<file path="config.mk">
export PLATFORM = sky130hd
export DESIGN_NAME = pctl_stager
export DESIGN_NICKNAME = d
export VERILOG_FILES = /design/src/rtl/pctl_pkg.sv /design/src/rtl/pctl_decode.sv /design/src/rtl/pctl_idex.sv /design/src/rtl/pctl_exmem.sv /design/src/rtl/pctl_memwb.sv /design/src/rtl/pctl_stager.sv
export SDC_FILE = /design/constraint.sdc
export NUM_CORES = 1
export LEC_CHECK = 0
export ABC_AREA = 1
export CELL_PAD_IN_SITES_DETAIL_PLACEMENT = 1
export CELL_PAD_IN_SITES_GLOBAL_PLACEMENT = 1
export CORE_MARGIN = 2
export CORE_UTILIZATION = 43
export CTS_BUF_LIST = sky130_fd_sc_hd__clkbuf_4 sky130_fd_sc_hd__clkbuf_8
export CTS_CLUSTER_DIAMETER = 100
export DETAILED_ROUTE_END_ITERATION = 10
export DONT_BUFFER_PORTS = 1
export PLACE_DENSITY = 0.82
export RECOVER_POWER = 25
export SKIP_CTS_REPAIR_TIMING = 1
export SLEW_MARGIN = 15
export SYNTH_ARGS = -nofsm -noshare
export SYNTH_HDL_FRONTEND = slang
export SYNTH_SLANG_ARGS = --single-unit
</file>
<file path="constraint.sdc">
create_clock -name clk -period 1.1 [get_ports clk]
set_input_delay 0.22 -clock clk [delete_from_list [all_inputs] [get_ports clk]]
set_output_delay 0.22 -clock clk [all_outputs]
set_load 0.01 [all_outputs]
</file>
<file path="src/rtl/pctl_pkg.sv">
package pctl_pkg;

  localparam int OPC_W = 6;
  localparam int FN_W  = 6;
  localparam int ALU_W = 3;

  localparam logic [OPC_W-1:0] OPC_RTYPE = 6'h00;
  localparam logic [OPC_W-1:0] OPC_BEQ   = 6'h04;
  localparam logic [OPC_W-1:0] OPC_LOAD  = 6'h23;
  localparam logic [OPC_W-1:0] OPC_STORE = 6'h2B;

  typedef enum logic [ALU_W-1:0] {
    ALU_ADD = 3'd0,
    ALU_SUB = 3'd1,
    ALU_AND = 3'd2,
    ALU_OR  = 3'd3,
    ALU_XOR = 3'd4,
    ALU_SLT = 3'd5
  } alu_op_e;

  typedef struct packed {
    logic    ext_op;
    logic    alu_src;
    alu_op_e alu_op;
    logic    dst_sel;
  } ex_grp_t;

  typedef struct packed {
    logic mem_wr;
    logic branch;
  } mem_grp_t;

  typedef struct packed {
    logic mem_to_reg;
    logic reg_wr;
  } wb_grp_t;

  typedef struct packed {
    ex_grp_t  ex;
    mem_grp_t mem;
    wb_grp_t  wb;
  } ctl_word_t;

  // Map a register-type function field to an ALU operation; valid=0 if unlisted.
  function automatic logic [ALU_W:0] rtype_alu(input logic [FN_W-1:0] fn);
    logic [ALU_W:0] r;
    unique case (fn)
      6'h20:   r = {1'b1, ALU_ADD};
      6'h22:   r = {1'b1, ALU_SUB};
      6'h24:   r = {1'b1, ALU_AND};
      6'h25:   r = {1'b1, ALU_OR};
      6'h26:   r = {1'b1, ALU_XOR};
      6'h2A:   r = {1'b1, ALU_SLT};
      default: r = '0;
    endcase
    return r;
  endfunction

  function automatic ctl_word_t decode_ctl(input logic [OPC_W-1:0] opc,
                                           input logic [FN_W-1:0]  fn);
    ctl_word_t c;
    logic [ALU_W:0] ra;
    c  = '0;
    ra = rtype_alu(fn);
    unique case (opc)
      OPC_RTYPE: if (ra[ALU_W]) begin
        c.ex.alu_op  = alu_op_e'(ra[ALU_W-1:0]);
        c.ex.dst_sel = 1'b1;
        c.wb.reg_wr  = 1'b1;
      end
      OPC_LOAD: begin
        c.ex.ext_op     = 1'b1;
        c.ex.alu_src    = 1'b1;
        c.ex.alu_op     = ALU_ADD;
        c.wb.mem_to_reg = 1'b1;
        c.wb.reg_wr     = 1'b1;
      end
      OPC_STORE: begin
        c.ex.ext_op  = 1'b1;
        c.ex.alu_src = 1'b1;
        c.ex.alu_op  = ALU_ADD;
        c.mem.mem_wr = 1'b1;
      end
      OPC_BEQ: begin
        c.ex.ext_op  = 1'b1;
        c.ex.alu_op  = ALU_SUB;
        c.mem.branch = 1'b1;
      end
      default: c = '0;
    endcase
    return c;
  endfunction

  function automatic mem_grp_t kill_mem(input mem_grp_t m);
    mem_grp_t k;
    k = m;
    k.mem_wr = 1'b0;
    k.branch = 1'b0;
    return k;
  endfunction

  function automatic wb_grp_t kill_wb(input wb_grp_t w);
    wb_grp_t k;
    k = w;
    k.reg_wr = 1'b0;
    return k;
  endfunction

endpackage

</file>
<file path="src/rtl/pctl_decode.sv">
module pctl_decode
  import pctl_pkg::*;
(
  input  logic [OPC_W-1:0] opcode,
  input  logic [FN_W-1:0]  funct,
  output ctl_word_t        ctl
);

  always_comb begin
    ctl = decode_ctl(opcode, funct);
  end

  // at most one state-changing signal per decoded instruction
  always_comb begin
    a_r5_one_effect: assert ($onehot0({ctl.mem.mem_wr, ctl.mem.branch, ctl.wb.reg_wr}));
  end

endmodule

</file>
<file path="src/rtl/pctl_idex.sv">
module pctl_idex
  import pctl_pkg::*;
(
  input  logic      clk,
  input  logic      rst,
  input  logic      flush,
  input  logic      stall,
  input  ctl_word_t d,
  output ex_grp_t   ex_q,
  output mem_grp_t  mem_q,
  output wb_grp_t   wb_q,
  output logic      hold
);

  logic flush_take;

  assign hold       = stall & ~flush;
  assign flush_take = flush;

  always_ff @(posedge clk) begin
    if (rst) begin
      ex_q  <= '0;
      mem_q <= '0;
      wb_q  <= '0;
    end else if (flush_take) begin
      ex_q  <= d.ex;
      mem_q <= kill_mem(d.mem);
      wb_q  <= kill_wb(d.wb);
    end else if (!hold) begin
      ex_q  <= d.ex;
      mem_q <= d.mem;
      wb_q  <= d.wb;
    end
  end

  a_r9_idex_reset: assert property (@(posedge clk) disable iff (rst)
    $past(rst) |-> (ex_q == '0 && mem_q == '0 && wb_q == '0));

  a_r6_ex_latency: assert property (@(posedge clk) disable iff (rst)
    (!$past(rst) && !$past(flush) && !$past(stall)) |-> (ex_q == $past(d.ex)));

  a_r12_flush_kills: assert property (@(posedge clk) disable iff (rst)
    (!$past(rst) && $past(flush)) |-> (!mem_q.mem_wr && !mem_q.branch && !wb_q.reg_wr));

  a_r11_hold_stable: assert property (@(posedge clk) disable iff (rst)
    (!$past(rst) && $past(hold)) |-> ($stable(ex_q) && $stable(mem_q) && $stable(wb_q)));

endmodule

</file>
<file path="src/rtl/pctl_exmem.sv">
module pctl_exmem
  import pctl_pkg::*;
(
  input  logic     clk,
  input  logic     rst,
  input  logic     flush,
  input  logic     hold_up,
  input  mem_grp_t mem_d,
  input  wb_grp_t  wb_d,
  output mem_grp_t mem_q,
  output wb_grp_t  wb_q
);

  logic bubble;

  assign bubble = flush | hold_up;

  always_ff @(posedge clk) begin
    if (rst) begin
      mem_q <= '0;
      wb_q  <= '0;
    end else if (bubble) begin
      mem_q <= kill_mem(mem_d);
      wb_q  <= kill_wb(wb_d);
    end else begin
      mem_q <= mem_d;
      wb_q  <= wb_d;
    end
  end

  a_r9_exmem_reset: assert property (@(posedge clk) disable iff (rst)
    $past(rst) |-> (mem_q == '0 && wb_q == '0));

  a_r7_mem_pass: assert property (@(posedge clk) disable iff (rst)
    (!$past(rst) && !$past(flush) && !$past(hold_up)) |->
      (mem_q == $past(mem_d) && wb_q == $past(wb_d)));

  a_r11_stall_bubble: assert property (@(posedge clk) disable iff (rst)
    (!$past(rst) && $past(hold_up)) |-> (!mem_q.mem_wr && !mem_q.branch && !wb_q.reg_wr));

  a_r10_exmem_flush: assert property (@(posedge clk) disable iff (rst)
    (!$past(rst) && $past(flush)) |->
      (!mem_q.mem_wr && !mem_q.branch && !wb_q.reg_wr && wb_q.mem_to_reg == $past(wb_d.mem_to_reg)));

endmodule

</file>
<file path="src/rtl/pctl_memwb.sv">
module pctl_memwb
  import pctl_pkg::*;
(
  input  logic    clk,
  input  logic    rst,
  input  logic    flush,
  input  wb_grp_t wb_d,
  output wb_grp_t wb_q
);

  always_ff @(posedge clk) begin
    if (rst)        wb_q <= '0;
    else if (flush) wb_q <= kill_wb(wb_d);
    else            wb_q <= wb_d;
  end

  a_r9_memwb_reset: assert property (@(posedge clk) disable iff (rst)
    $past(rst) |-> (wb_q == '0));

  a_r8_wb_pass: assert property (@(posedge clk) disable iff (rst)
    (!$past(rst) && !$past(flush)) |-> (wb_q == $past(wb_d)));

  a_r8_wb_flush: assert property (@(posedge clk) disable iff (rst)
    (!$past(rst) && $past(flush)) |->
      (!wb_q.reg_wr && wb_q.mem_to_reg == $past(wb_d.mem_to_reg)));

endmodule

</file>
<file path="src/rtl/pctl_stager.sv">
module pctl_stager
  import pctl_pkg::*;
(
  input  logic             clk,
  input  logic             rst,
  input  logic [OPC_W-1:0] id_opcode,
  input  logic [FN_W-1:0]  id_funct,
  input  logic             flush_idex,
  input  logic             flush_exmem,
  input  logic             flush_memwb,
  input  logic             stall_idex,
  output logic             ex_ext_op,
  output logic             ex_alu_src,
  output logic [ALU_W-1:0] ex_alu_op,
  output logic             ex_dst_sel,
  output logic             mem_wr,
  output logic             mem_branch,
  output logic             wb_mem_to_reg,
  output logic             wb_reg_wr
);

  ctl_word_t id_ctl;
  ex_grp_t   idex_ex;
  mem_grp_t  idex_mem;
  wb_grp_t   idex_wb;
  logic      idex_hold;
  mem_grp_t  exmem_mem;
  wb_grp_t   exmem_wb;
  wb_grp_t   memwb_wb;

  pctl_decode u_decode (
    .opcode (id_opcode),
    .funct  (id_funct),
    .ctl    (id_ctl)
  );

  pctl_idex u_idex (
    .clk   (clk),
    .rst   (rst),
    .flush (flush_idex),
    .stall (stall_idex),
    .d     (id_ctl),
    .ex_q  (idex_ex),
    .mem_q (idex_mem),
    .wb_q  (idex_wb),
    .hold  (idex_hold)
  );

  pctl_exmem u_exmem (
    .clk     (clk),
    .rst     (rst),
    .flush   (flush_exmem),
    .hold_up (idex_hold),
    .mem_d   (idex_mem),
    .wb_d    (idex_wb),
    .mem_q   (exmem_mem),
    .wb_q    (exmem_wb)
  );

  pctl_memwb u_memwb (
    .clk   (clk),
    .rst   (rst),
    .flush (flush_memwb),
    .wb_d  (exmem_wb),
    .wb_q  (memwb_wb)
  );

  assign ex_ext_op     = idex_ex.ext_op;
  assign ex_alu_src    = idex_ex.alu_src;
  assign ex_alu_op     = idex_ex.alu_op;
  assign ex_dst_sel    = idex_ex.dst_sel;
  assign mem_wr        = exmem_mem.mem_wr;
  assign mem_branch    = exmem_mem.branch;
  assign wb_mem_to_reg = memwb_wb.mem_to_reg;
  assign wb_reg_wr     = memwb_wb.reg_wr;

  // flush outranks stall, so the hold strobe never rises with a flush
  a_r12_no_hold_on_flush: assert property (@(posedge clk) disable iff (rst)
    flush_idex |-> !idex_hold);

endmodule

</file>
# After elaboration in Yosys (flattened, before gate mapping)
# Index checks and enable logic that the tools add are counted.
[totals]
regBits = 16
in_bits = 18
output_inout_bits = 10
wordCells = 48
[op_classes]
n_eq_ne = 10
mux = 15
bitwise = 3
n_reduce_logical = 6
[op_table]
columns = ["operator", "count"]
rows = [
  ["6-bit == test (second input constant)", 8],
  ["4-bit one-hot mux with 6 select lines", 1],
  ["6-bit 2-to-1 mux", 2],
  ["2-bit OR reduction", 4],
  ["1-bit 2-to-1 mux", 7],
  ["6-bit by 3-bit == test with 1-bit output (second input constant)", 1],
  ["6-bit logical NOT", 1],
  ["3-bit one-hot mux with 2 select lines", 1],
  ["2-bit 2-to-1 mux", 2],
  ["4-bit 2-to-1 mux", 1],
  ["3-bit OR reduction", 1],
  ["2-bit != test (second input constant)", 1],
  ["1-bit one-hot mux with 2 select lines", 1],
  ["1-bit bitwise AND", 1],
  ["1-bit NOT", 1],
  ["1-bit OR", 1],
]

# Longest topological paths before layout
# Gate-level depths: netlist (run 1).
[logic_depth]
depth_word = 6
ltp_mapped = 7
depth_no_buf = 7

# Hierarchy
# Synthesis (run 1) repeated with hierarchy kept, for this count alone.
[unflattened]
hier_cells = 129
area_unflattened_um2 = 830.8
[by_module_without_submodules]
columns = ["module", "n_inst", "cells_each", "area_each_um2", "seq_area_each_um2"]
rows = [
  ["pctl_idex", 1, 61, 417.9, 200.2],
  ["pctl_decode", 1, 46, 230.2, 0.0],
  ["pctl_exmem", 1, 15, 121.4, 80.1],
  ["pctl_memwb", 1, 7, 61.3, 40.0],
]

# Least setup slack after synthesis (run 1)
# OpenSTA, ideal clock, no wires.
[synth_timing]
path_type = "input -> register"
from = "in flush_idex"
to = "reg u_idex.ex_q[1] (netlist name)"
setup_time_ps = 66
t_arrival_ps = 757
t_required_ps = 1034
slack_ps = 277
path_stages = 6
path_buffers = 0
cell_sequence = "inv_2 nand2_4 inv_2 nand2_1 and2_0 a21oi_2"
[synth_via]
elab_chain_cells = 3
elab_cells_between_ends = 4
cone_classes = "1 x eq/ne; 1 x mux; 2 x bitwise"
[synth_lines]
columns = ["element", "line", "text"]
rows = [
  ["start: declaration", "pctl_stager.sv:8", "input logic flush_idex,"],
  ["1-bit NOT", "pctl_idex.sv:17", "assign hold = stall & ~flush;"],
  ["1-bit bitwise AND", "pctl_idex.sv:17", ""],
  ["2-bit != test (no source line)", "--", ""],
  ["end signal: assignment", "pctl_idex.sv:26", "ex_q <= d.ex;"],
  ["end signal: assignment", "pctl_idex.sv:30", "ex_q <= d.ex;"],
  ["end: declaration", "pctl_idex.sv:9", "output ex_grp_t ex_q,"],
]
# Parallel ways exist; a longest one is shown, timed or not.
# A chain may end at the register's enable or synchronous reset.

# Worst setup path in the final report (run 1)
[layout_timing]
from = "in rst"
to = "reg u_memwb.wb_q[0] (netlist name)"
[layout_via]
elab_chain_cells = 1
[layout_lines]
columns = ["element", "line", "text"]
rows = [
  ["start: declaration", "pctl_stager.sv:5", "input logic rst,"],
  ["2-bit OR reduction (no source line)", "--", ""],
  ["end signal: assignment", "pctl_memwb.sv:13", "else if (flush) wb_q <= kill_wb(wb_d);"],
  ["end signal: assignment", "pctl_memwb.sv:14", "else wb_q <= wb_d;"],
  ["end: declaration", "pctl_memwb.sv:8", "output wb_grp_t wb_q"],
]
# Every way passes these cells.

==> summary.md, run 1 <==
| Metric | Value |
|---|---|
| DRC violation count after routing | `0` |
| Nets@finish | `about 120` |
| Setup TNS | `0 ps` |
| Total GRT Usage | `0.1741` |
| Via density | `around 5.2` |
| Die Height | `between 40 and 50 um` |
| Worst skew pair latency | `between 200 and 300 ps` |
| Top-area cell type share of the netlist area | `0.4421` |
| Share of layout cells above drive strength 1 | `0.1905` |
| GRT overflow | `0` |
| DRT Pass-1 Iters | `2` |
| Final worst slack | `approximately 180 ps` |
| Starting Density | `0.4700` |
| Wire per inst | `13.13 um` |
| Pre-CTS WS | `around 170 ps` |
| CTS Buf Count | `3` |
| Final WL | `1589 um` |
| 1st-iter DRT viols | `5` |
| Critical path's largest stage delay | `roughly 670 ps` |
| Final setup vio count | `0` |
| Netlist cell types | `18` |
| CP Cell Sequence | `dlygate4sd3_1, nor3b_1` |
| Clk root buf | `clkbuf_4` |
| Post-synth ARST share | `0` |
| M2 GR Usage | `0.2771` |
| Max Cap Viol | `0` |
| Mapped Cells | `100` |
| Placed wire-length estimate | `1265 um` |
| Max-slew violations | `0` |
| Width of the die | `between 40 and 50 um` |
| Num ports | `28` |
| Cell Pwr Density | `1308 nW/um2` |
| Slowest cell on crit path | `dlygate4sd3_1` |
| Primary FF master, synth | `dfxtp_1` |
| Buffers and inverters on the worst path | `1` |
| Compound-Gate Fraction of Synth Area | `0.1002` |
| Synth area leader | `dfxtp_1` |
| Synth top area cells | `dfxtp_1 44%, nand2_1 12%, inv_1 6.7%, nand3_1 5.5%, nor2_1 5.2%` |
| Port buffer count | `0` |
| Ant. Diodes | `0` |
| CTS tree | `done` |
| Initial antenna violation count | `0` |
| EDFF count, synth | `0` |
| Count leader, synth | `nand2_1` |
| CP Max Fanout | `7` |
| Avg Inst Size Synth | `approximately 7.2 um2` |
| Setup Skew | `about 4.1 ps` |
| Top Family by Delay on Critical Path | `buffers and inverters` |
| Yosys reg bits | `16` |
| Core Rows | `14` |
| Most Crowded Layer GR | `met2` |
| Sequential area share after synthesis | `0.4421` |
| Setup CP Type | `in -> reg` |
| First-pass GRT wire length | `about 2500 um` |
| Simple-gate portion of the synthesized area | `0.3627` |
| Most frequent cells after synthesis | `23 x nand2_1, 16 x dfxtp_1, 13 x inv_1, 10 x nor2_1, 8 x nand3_1` |
| Clk buf depth | `2` |
| Met3 usage | `0.03200` |
| Yosys Warn Count | `0` |
| Vias in the first global route | `634` |
| Die ar. | `between 2000 and 2500 um2` |
| WP data required | `~1300 ps` |
| Final Critical Period | `between 900 and 1000 ps` |
| Syn Nets | `118` |
| Post-synthesis mux area share | `0` |
| Synth Area in Adders | `0` |
| Met1 GRT Util | `0.2162` |
| Area Growth Syn to Fin | `9.845%` |
| # clock sinks | `16` |
| Min-delay worst type | `in -> reg` |
| Leak | `around 0.00032 uW` |
| CP Capture Type | `register` |
| Worst slew pin tran | `334.4 ps` |
| Clock-pin slew on the worst setup and hold paths | `90 ps` |
| Startpoint types | `input port` |
| Detail Route Antenna Nets | `0` |
| Final Cycle Share | `0.8348` |
| Worst hold slack | `around 27 ps` |
| Core Area | `between 1500 and 2000 um2` |
| Synthesized area | `roughly 720 um2` |
| Status | `finished, final reports clean` |
| Fin. Hold Viols | `0` |
| Xor/xnor cell area share of the yosys netlist | `0` |
| Htree depth | `1` |
| VDD IR max | `0.0005214 V` |
| Vias | `around 630` |
| Largest net degree at the start of global routing | `12` |
| RSZ-0062 raised after global routing | `no` |
| Gpl congestion | `approximately 0.7` |
| Data arrival, critical path | `approximately 1100 ps` |
| Max_slew headroom | `0.7763` |
| Max Freq | `approximately 1100 MHz` |
| Largest family of logic cells by synthesized area | `simple AND/OR/NAND/NOR gates` |
stage by stage:
stage,total power (uW),instance area [um2],utilization,cells
after floorplan,659.1,724.4,-,100
after global placement,663.3,739.5,0.4797,115
after detailed placement,666.1,739.5,0.4797,115
after CTS,1042,775.7,0.5032,119
after global routing,1095,795.8,0.5162,121
final,1041,795.8,0.5162,121
worst register-to-register path: cells and delay by family, from the launching register on:
kind,cells,cell delay [ps]
simple gates,2,230
compound gates,1,130
flops,1,400
cells by family (layout without fill, tap and decap cells):
group	Yosys count	after routing
AND/OR/NAND/NOR	55	55
buffers and inverters	18	23
flip-flops	16	16
AO/OA/AOI/OAI	11	11
flip-flops by register name (all words and copies together), names as in the netlist:
name and flops:
u_idex.ex_q 6, u_exmem.mem_q 2, u_exmem.wb_q 2, u_idex.mem_q 2
u_idex.wb_q 2, u_memwb.wb_q 2
cell type report:
cell class,instances,area [um2]
repair buffers,2,20.02
inverters,17,63.81
well taps,16,20.02
multi-input cells,66,335.3
fillers,206,745.7
flip-flops and latches,16,320.3
clock buffers,4,36.28
metal layers:
layer / routed length, um / vias up
met4: 28 / 0
met1: 694 / 278
met2: 781 / 21
li1: - / 323
met3: 85 / 4
met5: 0 / -
report_power, final:
part	internal [uW]	switching [uW]
Combinational	26.9	53.2
Sequential	581	1.67
Clock	201	177
Total	809	232
worst paths after layout:
kind | start | to | slack (ps) | depth (start not counted)
max | rst | u_memwb.wb_q[0] | 180 | 2
min | rst | u_exmem.wb_q[1] | 30 | 1
max reg2reg | u_idex.ex_q[1] | u_idex.ex_q[1] | 280 | 3
min reg2reg | u_exmem.wb_q[1] | u_memwb.wb_q[1] | 410 | 2
placed cells by master, fill, tap and decap left out:
cell type / n
a21oi_1: 5
a21oi_2: 4
and2_0: 1
clkbuf_4: 3
clkbuf_8: 1
dfxtp_1: 16
dlygate4sd3_1: 2
inv_1: 13
inv_2: 4
nand2_1: 23
nand2_2: 1
nand2_4: 1
nand3_1: 8
nand4_1: 4
nor2_1: 10
nor2_2: 5
nor2_4: 1
nor3b_1: 1
o21a_1: 1
o21ai_0: 1
(Power assumes the default switching activity.)
==> inputs of run 2 (changes only) <==
Settings changed: CORE_UTILIZATION 43 to 39, PLACE_DENSITY 0.82 to 0.78.
Clock period 1.1 ns to 0.8 ns, I/O delays scaled along.
==> run 2 against run 1 <==
  * Setup slack got worse by 270 ps
  * Non-clock buffer count rose by 7
  * Sequential share of layout area fell by 2.0 points
  * The flow now finishes with violations (hold timing, setup timing)
==> summary.md, run 2 (same netlist as run 1, synthesis figures left out) <==
| Metric | Value |
|---|---|
| CTS Buf Count | `3` |
| Final setup vio count | `6` |
| CP Capture Type | `primary output` |
| Nets@finish | `between 100 and 150` |
| CTS tree | `done` |
| First-pass GRT wire length | `between 2000 and 2500 um` |
| Fin. Hold Viols | `9` |
| Die Height | `47.10 um` |
| Die ar. | `2218 um2` |
| FF+latch area | `335.3 um2` |
| Data arrival, critical path | `around 730 ps` |
| Pre-CTS WS | `-58.31 ps` |
| M2 GR Usage | `0.2411` |
| Gpl congestion | `0.7087` |
| Setup CP Type | `reg -> out` |
| Final worst slack | `-88.96 ps` |
| Worst skew pair latency | `roughly 280 ps` |
| Setup Skew | `around 5.4 ps` |
| Status | `finished with violations` |
| Cell Pwr Density | `between 1500 and 2000 nW/um2` |
| CP Max Fanout | `2` |
| 1st-iter DRT viols | `4` |
| # clock sinks | `16` |
| DRT Pass-1 Iters | `4` |
| Top reg by flops | `u_idex.ex_q` |
| Startpoint types | `register` |
| Most Crowded Layer GR | `met2` |
| Clk root buf | `clkbuf_4` |
| Initial antenna violation count | `0` |
| CP Cell Sequence | `buf_6` |
| RSZ-0062 raised after global routing | `yes` |
| Max_slew headroom | `0.8858` |
| Max Cap Viol | `0` |
| Worst slew pin tran | `170.7 ps` |
| Most frequent cells in the layout | `23 x nand2_1, 13 x inv_1, 10 x nor2_1` |
| Max-slew violations | `0` |
| Final Cycle Share | `1.111` |
| Critical path's largest stage delay | `between 300 and 400 ps` |
| Starting Density | `0.4151` |
| Htree depth | `1` |
| Leak | `roughly 0.00036 uW` |
| Final WL | `between 1500 and 2000 um` |
| Placed wire-length estimate | `approximately 1300 um` |
| Min-delay worst type | `in -> reg` |
| Commonest non-fill, non-tap cell in the layout | `nand2_1` |
| Port buffer count | `0` |
| Clk buf depth | `2` |
| Ant. Diodes | `0` |
| Largest register FFs | `6` |
| Top Family by Delay on Critical Path | `flip-flops` |
| Vias in the first global route | `about 580` |
| Area Growth Syn to Fin | `20.90%` |
| Share of layout cells above drive strength 1 | `0.3393` |
| WP data required | `approximately 640 ps` |
| Via density | `4.825` |
| Num ports | `28` |
| VDD IR max | `between 0.0007 and 0.0008 V` |
| Met1 GRT Util | `0.2079` |
| Final Critical Period | `between 800 and 900 ps` |
| Core Rows | `15` |
| Buffers and inverters on the worst path | `1` |
| Detail Route Antenna Nets | `0` |
| GRT overflow | `0` |
| DRC violation count after routing | `0` |
| Width of the die | `47.10 um` |
| Worst hold slack | `-81.51 ps` |
| Total GRT Usage | `0.1548` |
| Clock-pin slew on the worst setup and hold paths | `roughly 100 ps` |
| Largest net degree at the start of global routing | `12` |
| Core Area | `between 1500 and 2000 um2` |
| Met3 usage | `0.05385` |
| Multi-input logic area | `335.3 um2` |
| Slowest cell on crit path | `dfxtp_2` |
| Fill count | `about 240` |
| Max Freq | `1125 MHz` |
| Wire per inst | `11.09 um` |
| Vias | `661` |
| Failing checks | `hold timing, setup timing` |
[run 2: cell count changes in the layout (fill, tap and decap cells not counted)]
cell           change
dfxtp_4            +1
dfxtp_1           -10
dfxtp_2            +9
buf_4              +7
buf_6              +1
dlygate4sd3_1      -1
[run 2: where the power goes]
group / leakage [uW] / switching (uW) / internal (uW) / total (uW)
Combinational: 0.000207 / 71.7 / 52.7 / 124
Sequential: 0.000134 / 2.08 / 795 / 797
Clock: 0.0000210 / 252 / 277 / 529
[run 2: per-stage QoR]
stage | utilization | area, um2 | cells | TNS, ps | power (uW)
floorplan | - | 724.4 | 100 | 0 | 906.2
global placement | 0.4645 | 810.8 | 132 | -60.95 | 935.1
detailed placement | 0.4645 | 810.8 | 132 | -168.2 | 940.0
CTS | 0.4853 | 847.1 | 136 | -470.4 | 1479
global route | 0.5018 | 875.8 | 137 | -370.3 | 1515
finish | 0.5018 | 875.8 | 137 | -117.7 | 1450
[run 2: per-layer routing]
metal  wire length (um)  part of all wire  up-vias
met1                692              0.46      298
met5                  0                 0        -
met2                723              0.48       23
li1                   -                 -      340
met4                  0                 0        0
met3                103             0.068        0
[run 2: worst paths after layout]
kind                                         to       startpoint  cells after the start  slack [ps]
worst max register to register   u_idex.ex_q[1]   u_idex.ex_q[1]                      3          60
worst min register to register  u_memwb.wb_q[1]  u_exmem.wb_q[1]                      2         410
worst max-delay path               ex_alu_op[0]   u_idex.ex_q[1]                      1         -90
worst min-delay path             u_idex.ex_q[0]              rst                      1         -80
[run 2: area by class of cell]
type                       count  share of cell area
clock buffer                   4             0.04143
sequential                    16              0.3829
inverter                      17             0.07286
multi-input combinational     66              0.3829
tap                           25             0.03571
timing repair buffer           9             0.08429
==> inputs of run 3 (changes only) <==
Settings changed: RECOVER_POWER 25 to 50, TNS_END_PERCENT from default to 10.
==> run 3 against run 2 <==
  * The flow still finishes with violations (hold timing, setup timing)
  * Via count rose by 0.45%
  * Worst hold slack got worse by 0.59 ps
  * Core utilization down 0.22 points
  * Sequential share of layout area decreased by 0.27 points
  * First-iteration DRC count down 25%
  * Total power is 0.36% higher
  * Count of clock-buffer cells in the layout is the same
  * Final cell count stayed put
  * Die area is the same
  * Register-to-register slack is essentially flat
  * Sequential cell count is the same
  * Fmax is essentially flat
  * Highest routed layer unchanged
==> summary.md, run 3 (same netlist as run 1, synthesis figures left out) <==
| Metric | Value |
|---|---|
| Wire per inst | `about 11 um` |
| Final Cell Area | `~870 um2` |
| Number of non-filler instances in the completed layout | `about 140` |
| Buffers and inverters on the worst path | `1` |
| Setup CP Type | `reg -> out` |
| CP Max Fanout | `2` |
| Max_slew headroom | `0.8858` |
| Setup Skew | `between 4 and 5 ps` |
| Data arrival, critical path | `730 ps` |
| Worst skew pair latency | `~280 ps` |
| Final worst slack | `-88.96 ps` |
| Power, Total | `1455 uW` |
| R2R Path Start | `u_idex.ex_q[1]` |
| Status | `finished with violations` |
| Core Rows | `15` |
| Hold path start | `rst` |
| Htree depth | `1` |
| CP Launch Point | `u_idex.ex_q[1]` |
| Pre-CTS WS | `-58.31 ps` |
| Nets@finish | `131` |
| Min-delay worst type | `in -> reg` |
| CTS tree | `done` |
| Port buffer count | `0` |
| Placed wire-length estimate | `around 1300 um` |
| Final WL | `about 1500 um` |
| First-pass GRT wire length | `~2400 um` |
| Vias | `664` |
| Final Cycle Share | `1.111` |
| # clock sinks | `16` |
| Initial antenna violation count | `0` |
| Placed cell areas | `between 800 and 900 um2` |
| Top Family by Delay on Critical Path | `flip-flops` |
| Via density | `4.847` |
| Share of layout cells above drive strength 1 | `0.3304` |
| CP Capture Type | `primary output` |
| Worst hold slack | `-82.10 ps` |
| Total GRT Usage | `0.1548` |
| Num ports | `28` |
| Clock-pin slew on the worst setup and hold paths | `100 ps` |
| Die Height | `between 40 and 50 um` |
| Startpoint types | `register` |
| Clk buf depth | `2` |
| Final setup vio count | `6` |
| CP Cell Sequence | `buf_6` |
| Ant. Diodes | `0` |
| Area Growth Syn to Fin | `20.38%` |
| Max Freq | `approximately 1100 MHz` |
| VDD IR max | `0.0007982 V` |
| Starting Density | `0.4151` |
| 1st-iter DRT viols | `3` |
| Max-slew violations | `0` |
| Fin. Hold Viols | `9` |
| Slowest cell on crit path | `dfxtp_2` |
| Final Critical Period | `889.0 ps` |
| Cell Pwr Density | `between 1500 and 2000 nW/um2` |
| Vias in the first global route | `581` |
| DRC violation count after routing | `0` |
| GRT overflow | `0` |
| Detail Route Antenna Nets | `0` |
| Max Cap Viol | `0` |
| Core Area | `1745 um2` |
| Top reg by flops | `u_idex.ex_q` |
| WP data required | `640 ps` |
| Most frequent cells in the layout | `23 x nand2_1, 13 x inv_1, 10 x nor2_1` |
| Largest net degree at the start of global routing | `12` |
| Largest register FFs | `6` |
| CTS Buf Count | `3` |
| Width of the die | `47.10 um` |
| Critical path's largest stage delay | `roughly 330 ps` |
| Leak | `0.0003618 uW` |
| Die ar. | `2218 um2` |
| Failing checks | `hold timing, setup timing` |
| DRT Pass-1 Iters | `4` |
| RSZ-0062 raised after global routing | `yes` |
| Setup TNS | `-147.4 ps` |
| Clk root buf | `clkbuf_4` |
| Gpl congestion | `about 0.71` |
| Commonest non-fill, non-tap cell in the layout | `nand2_1` |
| Dpl cells | `132` |
| Worst slew pin tran | `between 150 and 200 ps` |
[run 3: cell types whose count changed in the layout (fill, tap and decap cells not counted)]
cell / before / now
dfxtp_1: 6 / 7
dfxtp_4: 1 / 0
[run 3: layout make-up]
class / instances / area (um2)
repair buffers: 9 / 73.82
well taps: 25 / 31.28
fillers: 237 / 873.3
multi-input cells: 66 / 335.3
inverters: 17 / 63.81
flip-flops and latches: 16 / 331.6
clock buffers: 4 / 36.28
[run 3: final timing paths]
kind	to	slack, ps	cells past startpoint
worst max-delay path	ex_alu_op[0]	-90	1
worst min-delay path	u_idex.ex_q[0]	-80	1
worst max register to register	u_idex.ex_q[1]	60	3
worst min register to register	u_memwb.wb_q[1]	410	2
[run 3: power by group]
part           internal, uW  leakage (uW)  switching, uW
clock network           277     0.0000210            253
logic                  52.7      0.000207           71.9
registers               798      0.000134           2.08
[run 3: metal layers]
metal,GRT usage,share of wire,up-vias
met5,0,0,-
met1,0.2079,0.46,302
met3,0.05385,0.064,0
met2,0.2411,0.47,22
met4,0.03333,0,0
li1,-,-,340
[run 3: through the flow]
step	util	hold WS [ps]
3_3_place_gp	0.4645	224.1
5_1_grt	0.4996	-101.5
4_1_cts	0.4853	-89.70
6_report	0.4996	-82.10
2_1_floorplan	-	235.8
3_5_place_dp	0.4645	224.7
